===== src/rtl/perf_cnt_pkg.sv =====
package perf_cnt_pkg;
  localparam int NUM_CNT  = 2;
  localparam int NUM_EVT  = 4;
  localparam int CODE_W   = 11;
  localparam int DATA_W   = 32;

  // word addresses
  localparam int A_CTRL0  = 0;
  localparam int A_CTRL1  = 1;
  localparam int A_CNT0   = 4;
  localparam int A_CNT1   = 5;
  localparam int A_STAT   = 8;

  // control word fields
  localparam int C_CODE_LO = 6;
  localparam int C_CEN     = 3;
  localparam int C_MODE    = 1;
  localparam int C_UEN     = 0;

  // status word fields
  localparam int S_CLR0    = 1;
  localparam int S_OVF0    = 3;
  localparam int S_CLR1    = 9;
  localparam int S_CHAIN   = 10;
  localparam int S_OVF1    = 11;

  localparam logic [CODE_W-1:0] CODE_CYCLES = 11'h000;
  localparam logic [CODE_W-1:0] EVT_CODE [NUM_EVT] =
    '{11'h202, 11'h204, 11'h029, 11'h02a};

  typedef struct packed {
    logic [CODE_W-1:0] code;
    logic              cen;
    logic              mode;
    logic              uen;
  } ctrl_t;
endpackage


===== src/rtl/perf_evt_decode.sv =====
module perf_evt_decode
  import perf_cnt_pkg::*;
#(
  parameter int N_EVT = NUM_EVT
) (
  input  logic [CODE_W-1:0] code_i,
  input  logic [N_EVT-1:0]  evt_i,
  output logic              hit_o
);
  logic [N_EVT-1:0] match;

  for (genvar g = 0; g < N_EVT; g++) begin : g_match
    assign match[g] = (code_i == EVT_CODE[g]) && evt_i[g];
  end

  assign hit_o = (code_i == CODE_CYCLES) || (|match);
endmodule


===== src/rtl/perf_cnt_slice.sv =====
module perf_cnt_slice
  import perf_cnt_pkg::*;
#(
  parameter int CNT_W = 32,
  parameter int N_EVT = NUM_EVT
) (
  input  logic             clk_i,
  input  logic             rst_ni,
  input  logic             ctrl_we_i,
  input  ctrl_t            ctrl_d_i,
  input  logic             clr_i,
  input  logic             chain_sel_i,
  input  logic             chain_i,
  input  logic [N_EVT-1:0] evt_i,
  output ctrl_t            ctrl_o,
  output logic [CNT_W-1:0] cnt_o,
  output logic             act_o,
  output logic             inc_o,
  output logic             wrap_o
);
  ctrl_t            ctrl_q;
  logic [CNT_W-1:0] cnt_q;
  logic             hit;

  perf_evt_decode #(.N_EVT(N_EVT)) u_dec (
    .code_i (ctrl_q.code),
    .evt_i  (evt_i),
    .hit_o  (hit)
  );

  assign act_o  = ctrl_q.cen && ctrl_q.mode && ctrl_q.uen;
  assign inc_o  = act_o && (chain_sel_i ? chain_i : hit);
  assign wrap_o = inc_o && !clr_i && (&cnt_q);

  always_ff @(posedge clk_i or negedge rst_ni) begin
    if (!rst_ni) begin
      ctrl_q <= '0;
    end else if (ctrl_we_i) begin
      ctrl_q <= ctrl_d_i;
    end
  end

  always_ff @(posedge clk_i or negedge rst_ni) begin
    if (!rst_ni) begin
      cnt_q <= '0;
    end else if (clr_i) begin
      cnt_q <= '0;
    end else if (inc_o) begin
      cnt_q <= cnt_q + 1'b1;
    end
  end

  assign ctrl_o = ctrl_q;
  assign cnt_o  = cnt_q;
endmodule


===== src/rtl/perf_stat_reg.sv =====
module perf_stat_reg
  import perf_cnt_pkg::*;
(
  input  logic               clk_i,
  input  logic               rst_ni,
  input  logic               we_i,
  input  logic [DATA_W-1:0]  wdata_i,
  input  logic [NUM_CNT-1:0] wrap_i,
  output logic [NUM_CNT-1:0] clr_o,
  output logic               chain_o,
  output logic [NUM_CNT-1:0] ovf_o
);
  logic [NUM_CNT-1:0] ovf_q;
  logic               chain_q;

  assign clr_o[0] = we_i && wdata_i[S_CLR0];
  assign clr_o[1] = we_i && wdata_i[S_CLR1];

  always_ff @(posedge clk_i or negedge rst_ni) begin
    if (!rst_ni) begin
      chain_q <= 1'b0;
    end else if (we_i) begin
      chain_q <= wdata_i[S_CHAIN];
    end
  end

  for (genvar g = 0; g < NUM_CNT; g++) begin : g_ovf
    always_ff @(posedge clk_i or negedge rst_ni) begin
      if (!rst_ni) begin
        ovf_q[g] <= 1'b0;
      end else if (clr_o[g]) begin
        ovf_q[g] <= 1'b0;
      end else if (wrap_i[g]) begin
        ovf_q[g] <= 1'b1;
      end
    end
  end

  assign chain_o = chain_q;
  assign ovf_o   = ovf_q;
endmodule


===== src/rtl/perf_cnt_pair.sv =====
module perf_cnt_pair
  import perf_cnt_pkg::*;
#(
  parameter int CNT_W   = 32,
  parameter int ADDR_W  = 4,
  parameter int N_EVT   = NUM_EVT
) (
  input  logic              clk_i,
  input  logic              rst_ni,
  input  logic              wr_en_i,
  input  logic [ADDR_W-1:0] addr_i,
  input  logic [31:0]       wdata_i,
  output logic [31:0]       rdata_o,
  input  logic [N_EVT-1:0]  evt_i,
  output logic              irq_o
);
  localparam logic [ADDR_W-1:0] AD_CTRL0 = ADDR_W'(A_CTRL0);
  localparam logic [ADDR_W-1:0] AD_CTRL1 = ADDR_W'(A_CTRL1);
  localparam logic [ADDR_W-1:0] AD_CNT0  = ADDR_W'(A_CNT0);
  localparam logic [ADDR_W-1:0] AD_CNT1  = ADDR_W'(A_CNT1);
  localparam logic [ADDR_W-1:0] AD_STAT  = ADDR_W'(A_STAT);

  ctrl_t              ctrl_d;
  ctrl_t              ctrl   [NUM_CNT];
  logic [CNT_W-1:0]   cnt    [NUM_CNT];
  logic [NUM_CNT-1:0] ctrl_we;
  logic [NUM_CNT-1:0] act;
  logic [NUM_CNT-1:0] inc;
  logic [NUM_CNT-1:0] wrap;
  logic [NUM_CNT-1:0] clr;
  logic [NUM_CNT-1:0] ovf;
  logic [NUM_CNT-1:0] chain_sel;
  logic [NUM_CNT-1:0] chain_src;
  logic               chain;
  logic               stat_we;
  logic               unused_wdata;

  assign unused_wdata = ^{wdata_i[31:17], wdata_i[5:4], wdata_i[2]};

  assign ctrl_d.code = wdata_i[C_CODE_LO +: CODE_W];
  assign ctrl_d.cen  = wdata_i[C_CEN];
  assign ctrl_d.mode = wdata_i[C_MODE];
  assign ctrl_d.uen  = wdata_i[C_UEN];

  assign ctrl_we[0] = wr_en_i && (addr_i == AD_CTRL0);
  assign ctrl_we[1] = wr_en_i && (addr_i == AD_CTRL1);
  assign stat_we    = wr_en_i && (addr_i == AD_STAT);

  // counter 0 always counts its own event; counter 1 may follow counter 0 wraps
  assign chain_sel = {chain, 1'b0};
  assign chain_src = {wrap[0], 1'b0};

  for (genvar g = 0; g < NUM_CNT; g++) begin : g_cnt
    perf_cnt_slice #(.CNT_W(CNT_W), .N_EVT(N_EVT)) u_slice (
      .clk_i       (clk_i),
      .rst_ni      (rst_ni),
      .ctrl_we_i   (ctrl_we[g]),
      .ctrl_d_i    (ctrl_d),
      .clr_i       (clr[g]),
      .chain_sel_i (chain_sel[g]),
      .chain_i     (chain_src[g]),
      .evt_i       (evt_i),
      .ctrl_o      (ctrl[g]),
      .cnt_o       (cnt[g]),
      .act_o       (act[g]),
      .inc_o       (inc[g]),
      .wrap_o      (wrap[g])
    );
  end

  perf_stat_reg u_stat (
    .clk_i   (clk_i),
    .rst_ni  (rst_ni),
    .we_i    (stat_we),
    .wdata_i (wdata_i),
    .wrap_i  (wrap),
    .clr_o   (clr),
    .chain_o (chain),
    .ovf_o   (ovf)
  );

  function automatic logic [31:0] pack_ctrl(ctrl_t c);
    logic [31:0] w;
    w = '0;
    w[C_CODE_LO +: CODE_W] = c.code;
    w[C_CEN]  = c.cen;
    w[C_MODE] = c.mode;
    w[C_UEN]  = c.uen;
    return w;
  endfunction

  always_comb begin
    rdata_o = '0;
    unique case (addr_i)
      AD_CTRL0: rdata_o = pack_ctrl(ctrl[0]);
      AD_CTRL1: rdata_o = pack_ctrl(ctrl[1]);
      AD_CNT0:  rdata_o = 32'(cnt[0]);
      AD_CNT1:  rdata_o = 32'(cnt[1]);
      AD_STAT: begin
        rdata_o[S_OVF0]  = ovf[0];
        rdata_o[S_OVF1]  = ovf[1];
        rdata_o[S_CHAIN] = chain;
      end
      default: rdata_o = '0;
    endcase
  end

  assign irq_o = |ovf;
endmodule


===== config.mk =====
export PLATFORM = sky130hd
export DESIGN_NAME = perf_cnt_pair
export DESIGN_NICKNAME = d
export VERILOG_FILES = /design/src/rtl/perf_cnt_pkg.sv /design/src/rtl/perf_evt_decode.sv /design/src/rtl/perf_cnt_slice.sv /design/src/rtl/perf_stat_reg.sv /design/src/rtl/perf_cnt_pair.sv
export SDC_FILE = /design/constraint.sdc
export NUM_CORES = 1
export LEC_CHECK = 0
export BUFFER_PORTS_ARGS = -buffer_cell sky130_fd_sc_hd__buf_2
export CAP_MARGIN = 25
export CORE_MARGIN = 2
export CORE_UTILIZATION = 30
export CTS_BUF_LIST = sky130_fd_sc_hd__clkbuf_16
export CTS_CLUSTER_DIAMETER = 120
export DETAILED_ROUTE_END_ITERATION = 7
export PLACE_DENSITY = 0.56
export SLEW_MARGIN = 20
export SYNTH_ARGS = -nofsm -noshare
export SYNTH_HDL_FRONTEND = slang
export SYNTH_HIERARCHICAL = 1
export SYNTH_SLANG_ARGS = --single-unit
export TNS_END_PERCENT = 20

===== constraint.sdc =====
create_clock -name clk_i -period 7.9 [get_ports clk_i]
set_input_delay 1.58 -clock clk_i [delete_from_list [all_inputs] [get_ports clk_i]]
set_output_delay 1.58 -clock clk_i [all_outputs]
set_load 0.01 [all_outputs]

# Word level (Yosys, flattened, before mapping)
# Cells that the tools add are included.
dict set report word_totals {
  input_bits 43
  out_inout_bits 33
  register_bits 95
}
dict set report classes {
  n_eq_ne 12
  mux 14
  add_sub_neg 2
  n_reduce_logical 39
}
# operator count
set ops {}
lappend ops {{two-way mux 32 bit} 4}
lappend ops {{case mux 20 bit (4 select lines)} 1}
lappend ops {{adder 32 x 1 -> 32 bit, second input constant} 2}
lappend ops {{AND reduction 32 bit} 2}
lappend ops {{== test 11 x 10 -> 1 bit, second input constant} 4}
lappend ops {{== test 11 x 6 -> 1 bit, second input constant} 4}
lappend ops {{case mux 6 bit (4 select lines)} 1}
lappend ops {{logical AND 1 bit} 23}
lappend ops {{zero test 11 bit} 2}
lappend ops {{case mux 3 bit (4 select lines)} 1}
lappend ops {{case mux 2 bit (5 select lines)} 1}
lappend ops {{== test 4 x 3 -> 1 bit, second input constant} 2}
lappend ops {{nonzero test 2 bit} 4}
lappend ops {{OR reduction 4 bit} 2}
lappend ops {{two-way mux 1 bit} 5}
lappend ops {{case mux 1 bit (5 select lines)} 1}
lappend ops {{== test 4 x 1 -> 1 bit, second input constant} 1}
lappend ops {{== test 4 bit, second input constant} 1}
lappend ops {{zero test 4 bit} 1}
lappend ops {{zero test 1 bit} 2}
lappend ops {{logical OR 1 bit} 2}
lappend ops {{OR reduction 2 bit} 1}

# Logic depth before layout (Yosys ltp)
# Gate-level depths: netlist (run 1).
dict set report depth {
  ltp_word 13
  ltp_mapped 14
  depth_no_buf 12
}

# Cells and area by module
# Netlist (run 1), hierarchy kept.
# mod cells_per_inst area_per_inst_um2 n_inst seq_area_each_um2
set by_module_without_submodules {}
lappend by_module_without_submodules {perf_cnt_slice 212 2169.6 2 1151.1}
lappend by_module_without_submodules {perf_cnt_pair 93 738.2 1 0.0}
lappend by_module_without_submodules {perf_evt_decode 11 85.1 2 0.0}
lappend by_module_without_submodules {perf_stat_reg 8 122.6 1 75.1}

# Worst setup path after synthesis (run 1)
# OpenSTA, ideal clock, no wires.
dict set report synth_timing {
  path_type {in2reg}
  startpoint {in evt_i[1]}
  endpoint {reg g_cnt[1].u_slice.cnt_q[31]}
  t_arrival_ns 4.982
  setup_ns 0.078
  path_slack_ns 2.840
  t_required_ns 7.822
  path_stages 14
  cell_sequence {and4b_1 o31ai_1 a211oi_1 mux2i_1 nor4bb_1 clkbuf_1 nand3_1 nor4_1 mux2i_1 or4_4 or4_1 clkbuf_2 or3_1 a21oi_1}
}
dict set report synth_between {
  elab_chain_len 9
  elab_cells_between_ends 12
  classes_between {1 x mux; 11 x reduce/logical}
}
# item line
set synth_lines {}
lappend synth_lines {{start: declaration} perf_cnt_pair.sv:14} ;# input logic [N_EVT-1:0] evt_i,
lappend synth_lines {{logical AND 1 bit} perf_evt_decode.sv:13} ;# assign match[g] = (code_i == EVT_CODE[g]) && evt_i[g];
lappend synth_lines {{OR reduction 4 bit} perf_evt_decode.sv:16} ;# assign hit_o = (code_i == CODE_CYCLES) || (|match);
lappend synth_lines {{logical OR 1 bit} perf_evt_decode.sv:16}
lappend synth_lines {{named net g_cnt[0].u_slice.hit} perf_cnt_slice.sv:23} ;# logic hit;
lappend synth_lines {{logical AND 1 bit} perf_cnt_slice.sv:32} ;# assign inc_o = act_o && (chain_sel_i ? chain_i : hit);
lappend synth_lines {{logical AND 1 bit (2 in a row)} perf_cnt_slice.sv:33} ;# assign wrap_o = inc_o && !clr_i && (&cnt_q);
lappend synth_lines {{named net chain_src[1]} perf_cnt_pair.sv:33} ;# logic [NUM_CNT-1:0] chain_src;
lappend synth_lines {{two-way mux 1 bit} perf_cnt_slice.sv:32}
lappend synth_lines {{logical AND 1 bit} perf_cnt_slice.sv:32}
lappend synth_lines {{nonzero test 2 bit (no source line)} --}
lappend synth_lines {{end signal: assignment} perf_cnt_slice.sv:49} ;# cnt_q <= cnt_q + 1'b1;
lappend synth_lines {{end: declaration} perf_cnt_slice.sv:22} ;# logic [CNT_W-1:0] cnt_q;
# The timed path passes the listed nets, and every way through them passes these cells.
# A chain may end at the register's enable or synchronous reset.

# Worst setup path after layout (run 1)
dict set report layout_timing {
  startpoint {in evt_i[1]}
  endpoint {reg g_cnt[1].u_slice.cnt_q[27]}
}
# The elaborated chain is that of the path after synthesis.

==> results_dict.tcl, run 1 <==
set metrics [dict create \
    clk_latency_ps 340 \
    fill_cells 1766 \
    antenna_found_initial 0 \
    fin_nets 639 \
    root_buffer "clkbuf_16" \
    drv_slew 0 \
    via_count 4359 \
    criticalPathCategory "input port to flop" \
    fp.dieW_um 138 \
    synthCells 545 \
    post-dp-hpwl_um 10400 \
    period_needed_ps 5890 \
    die-area_mm2 0.0190 \
    multi_input_comb_area_mm2 0.00281 \
    ff_latch_area_mm2 0.00238 \
    finClkSkew_ps 8.45 \
    cap_violations 0 \
    path_clk_slew_ps 60 \
    finalSetupTns_ps 0 \
    synth_area_mm2 0.00536 \
    drtAntennaViolNets 0 \
    h-tree-depth 3 \
    crit_fanout 13 \
    numCtsBuffers 9 \
    grt_max_degree 49 \
    io_pins 76 \
    start_kind "input port" \
    path_buf_inv 2 \
    status "completed" \
    drive_gt1_share_pct 20.6 \
    crit_required_ps 8160 \
    crit_path_end_kind "flop" \
    setup_viol_count_final 0 \
    grt_setup_unrepaired "false" \
    wl_per_cell_um 17.3 \
    slowest_delay_ps 700 \
    syn_avg_cell_area_um2 9.84 \
    p_leak_uw 0.00264 \
    grt_pass1_vias 4310 \
    core_mm2 0.0174 \
    diodes 0 \
    max-vdd-ir-drop_mv 0.100 \
    port_buffers 57 \
    post_cts_resized 0 \
    die_height_um 138 \
    start_util_pct 30.8 \
    hold_buffers 0 \
    drc 0 \
    grt-ovfl-total 0 \
    max_freq_mhz 170 \
    crit_arrival_ps 6150 \
    cts_tree "built" \
    grt_pass1_wl_um 23300 \
    first_pass_iters 6 \
    cp_top_family "simple AND/OR/NAND/NOR gates" \
    crit_top_cell "mux2i_1" \
    vias_per_cell 5.30 \
    dr.first_iter.drc_count 278 \
    period_share_pct 74.5 \
    hp-class "flop to flop" \
    place_congestion 0.862 \
    finalHoldViolCount 0 \
    worstMarginPinSlew_ps 741 \
    relSlewSlack_pct 50.1 \
    fin_ws_ps 2010 \
    clock_sinks 95 \
    cts_setup_buffers 0 \
    ys_warn_count 6 \
    power.density_mw_per_mm2 188 \
    row_count 48 \
    path_cells "buf_2 -> and4b_1 -> o31ai_1 -> a211oi_1 -> mux2i_1 -> nor4bb_1 -> buf_4 -> nand3_1 -> nor4_1 -> mux2i_1 -> or4_4 -> or4_1 -> or3_1 -> a21oi_1" \
    finalWirelength_um 14200 \
    slowest_stage "or4_4" \
    grtUsageTotal_pct 15.9 \
    pre_cts_ws_ps 1640 \
    clockBufferDepth 2 \
    synthToLayoutAreaGrowth_pct 14.7 \
]
sequential cells by signal (all words and copies together) (netlist names):
| register | count |
|---|---|
| g_cnt.u_slice/cnt_o | 64 |
| g_cnt.u_slice/ctrl_o | 28 |
| u_stat/chain_o | 1 |
| u_stat/ovf_o | 2 |
worst paths after layout:
check | startpoint | end | slack, ps | depth (start not counted)
min in group asynchronous | rst_ni | g_cnt[0].u_slice/ctrl_o[12] | 1240 | 1
worst max register to register | g_cnt[0].u_slice/ctrl_o[12] | g_cnt[1].u_slice/cnt_o[27] | 2640 | 13
worst min-delay path | g_cnt[1].u_slice/ctrl_o[11] | g_cnt[1].u_slice/ctrl_o[11] | 540 | 1
worst min register to register | g_cnt[1].u_slice/ctrl_o[11] | g_cnt[1].u_slice/ctrl_o[11] | 540 | 1
max in group asynchronous | rst_ni | g_cnt[0].u_slice/cnt_o[12] | 5600 | 2
worst max-delay path | evt_i[1] | g_cnt[1].u_slice/cnt_o[27] | 2010 | 14
area by class of cell:
| cell class | count | area share (%) |
|---|---|---|
| timing repair buffer | 67 | 5.90 |
| multi-input combinational | 410 | 45.7 |
| clock inverter | 6 | 0.875 |
| tap | 225 | 4.58 |
| sequential | 95 | 38.7 |
| clock buffer | 9 | 3.66 |
| inverter | 11 | 0.671 |
layer usage:
layer	global-route usage (%)	routed length, um	part of all wire [%]
met2	25.4	6900	48
met1	21.6	6620	47
met5	0	0	0
met3	2.54	396	2.8
met4	6.12	311	2.2
worst register-to-register path: stages, from the launching register on:
cell and delay, ps:
dfrtp_1 430, nor4bb_1 390, o21ai_0 170, a211oi_1 380, mux2i_1 260, nor4bb_1 330, buf_4 220, nand3_1 120
nor4_1 660, mux2i_1 340, or4_4 700, or4_1 690, or3_1 360, a21oi_1 150
where the power goes:
part	internal, uW	switching, uW	total, uW
clock	240	181	421
combinational	73.8	70.3	144
sequential	536	57.2	593
layout by cell type, fill, tap and decap left out, types with 3 or more instances in the layout:
| cell type | instances |
|---|---|
| xor2_1 | 18 |
| nor4_1 | 15 |
| a211oi_1 | 4 |
| a221o_1 | 12 |
| nor2_1 | 60 |
| nor4b_1 | 3 |
| and2_1 | 6 |
| o21ai_0 | 17 |
| nand3_1 | 24 |
| xnor2_1 | 28 |
| a22o_1 | 18 |
| nand4_1 | 20 |
| or4_1 | 6 |
| mux2_2 | 28 |
| clkbuf_16 | 9 |
| or3_1 | 17 |
| nand3b_1 | 3 |
| and3b_1 | 4 |
| and3_1 | 4 |
| buf_4 | 11 |
| buf_2 | 56 |
| dfrtp_1 | 95 |
| nor4bb_1 | 4 |
| nand2_1 | 32 |
| nor3_1 | 18 |
| inv_1 | 11 |
| or2_2 | 3 |
| a21oi_1 | 16 |
| and4b_1 | 4 |
| mux2i_1 | 16 |
through the flow:
stage / total power, uW / area [um^2] / instances / util, % / hold slack [ps]
global route: 1210 / 6150 / 823 / 35.3 / 564
CTS: 1170 / 6150 / 823 / 35.3 / 540
floorplan: 686 / 5370 / 546 / - / 494
global placement: 739 / 5870 / 808 / 33.7 / 517
detailed placement: 748 / 5870 / 808 / 33.7 / 526
finish: 1160 / 6150 / 823 / 35.3 / 536
Power figures use the tool's default switching activity.
==> run 2, diff against run 1 <==
==> constraint.sdc (replaced) <==
create_clock -name clk_i -period 5.75 [get_ports clk_i]
set_input_delay 1.15 -clock clk_i [delete_from_list [all_inputs] [get_ports clk_i]]
set_output_delay 1.15 -clock clk_i [all_outputs]
set_load 0.01 [all_outputs]
==> results_dict.tcl, run 2 (same netlist as run 1, synthesis figures left out) <==
set metrics [dict create \
    crit_required_ps 6010 \
    h-tree-depth 3 \
    pre_cts_ws_ps 422 \
    drive_gt1_share_pct 20.9 \
    multi_input_comb_area_mm2 0.00281 \
    post_cts_resized 0 \
    crit_arrival_ps 5330 \
    core_mm2 0.0174 \
    start_util_pct 30.8 \
    fin_ws_ps 686 \
    drtAntennaViolNets 0 \
    path_clk_slew_ps 70 \
    setup_viol_count_final 0 \
    fill_cells 1787 \
    root_buffer "clkbuf_16" \
    worst_r2r_path_depth 12 \
    hold_depth 1 \
    hold_buffers 0 \
    grt_max_degree 49 \
    numCtsBuffers 9 \
    grtUsageTotal_pct 16.4 \
    hp-class "flop to flop" \
    status "completed" \
    io_pins 76 \
    final_core_util_pct 35.4 \
    drv_slew 0 \
    post-dp-hpwl_um 10800 \
    cts_setup_buffers 0 \
    finClkSkew_ps 10.8 \
    antenna_found_initial 0 \
    finalWirelength_um 14800 \
    layout_common_cells "dfrtp_1 (95), nor2_1 (60), buf_2 (56)" \
    crit_path_end_kind "flop" \
    synthToLayoutAreaGrowth_pct 14.9 \
    finalSetupTns_ps 0 \
    vias_per_cell 5.33 \
    crit_fanout 13 \
    layout_commonest_cell "dfrtp_1" \
    clockBufferDepth 2 \
    finalHoldViolCount 0 \
    cap_violations 0 \
    ff_latch_area_mm2 0.00238 \
    grt_pass1_vias 4574 \
    die_height_um 138 \
    grt_pass1_wl_um 24000 \
    dr.first_iter.drc_count 278 \
    period_share_pct 88.1 \
    cts_tree "built" \
    max_freq_mhz 197 \
    relSlewSlack_pct 35.0 \
    wl_per_cell_um 17.8 \
    port_buffers 57 \
    clk_latency_ps 340 \
    grt-ovfl-total 0 \
    p_leak_uw 0.00266 \
    fp.dieW_um 138 \
    max-vdd-ir-drop_mv 0.107 \
    power.density_mw_per_mm2 252 \
    finalPower_uw 1550 \
    row_count 48 \
    clock_sinks 95 \
    drc 0 \
    criticalPathCategory "input port to flop" \
    place_congestion 0.834 \
    first_pass_iters 5 \
    largest_reg_flops 64 \
    grt_setup_unrepaired "false" \
    diodes 0 \
    die-area_mm2 0.0190 \
    via_count 4416 \
    whs_ps 532 \
    start_kind "input port" \
    worstMarginPinSlew_ps 967 \
    period_needed_ps 5060 \
    fin_nets 643 \
]
==> run 2: changes by cell type in the layout (fill, tap and decap cells not counted) <==
cell	previous run	this run
inv_1	11	13
clkinvlp_4	1	2
clkinv_2	1	0
bufinv_16	1	0
buf_4	11	15
==> run 2: per-stage QoR <==
step | cells | cell area, um^2
global placement | 812 | 5900
CTS | 828 | 6160
detailed placement | 812 | 5900
global route | 828 | 6160
finish | 828 | 6160
floorplan | 546 | 5370
==> run 2: final cells by class <==
class	count	area share, %
flip-flops and latches	95	38.6
repair buffers	71	6.38
multi-input cells	410	45.6
clock inverters	7	0.548
clock buffers	9	3.66
inverters	11	0.670
well taps	225	4.57
==> run 2: metal layers <==
| layer | up-vias | wire length (um) | share of wire (%) | track usage, % |
|---|---|---|---|---|
| met4 | 0 | 324 | 2.2 | 6.63 |
| li1 | 2093 | - | - | - |
| met1 | 2212 | 6510 | 44 | 20.8 |
| met5 | - | 0 | 0 | 0 |
| met2 | 88 | 7450 | 50 | 27.9 |
| met3 | 23 | 482 | 3.3 | 2.43 |
==> run 2: worst max-delay path, cell delays in order <==
cell and delay, ps:
buf_2 90, and4b_1 210, o31ai_1 90, a211oi_1 420, mux2i_1 170, nor4bb_1 500, nand3_1 210, nor4_1 270
buf_4 170, mux2i_1 160, or4_4 680, or4_1 670, or3_1 350, a21oi_1 160
==> run 2: where the power goes <==
| part | total, uW | switching, uW | leakage [uW] | internal [uW] |
|---|---|---|---|---|
| Sequential | 818 | 81.1 | 0.00125 | 737 |
| Combinational | 200 | 97.9 | 0.00127 | 102 |
| Clock | 533 | 247 | 0.000130 | 286 |
| Total | 1550 | 426 | 0.00266 | 1120 |
==> run 2: path summary, 6_finish.rpt <==
check	startpoint	endpoint	slack (ps)
setup / recovery	evt_i[1]	g_cnt[1].u_slice/cnt_o[27]	690
hold / removal	g_cnt[0].u_slice/ctrl_o[9]	g_cnt[0].u_slice/ctrl_o[9]	530
setup reg to reg	g_cnt[0].u_slice/ctrl_o[7]	g_cnt[1].u_slice/cnt_o[27]	940
hold reg to reg	g_cnt[0].u_slice/ctrl_o[9]	g_cnt[0].u_slice/ctrl_o[9]	530
max in group asynchronous	rst_ni	g_cnt[1].u_slice/cnt_o[19]	3840
min in group asynchronous	rst_ni	g_cnt[0].u_slice/ctrl_o[5]	830
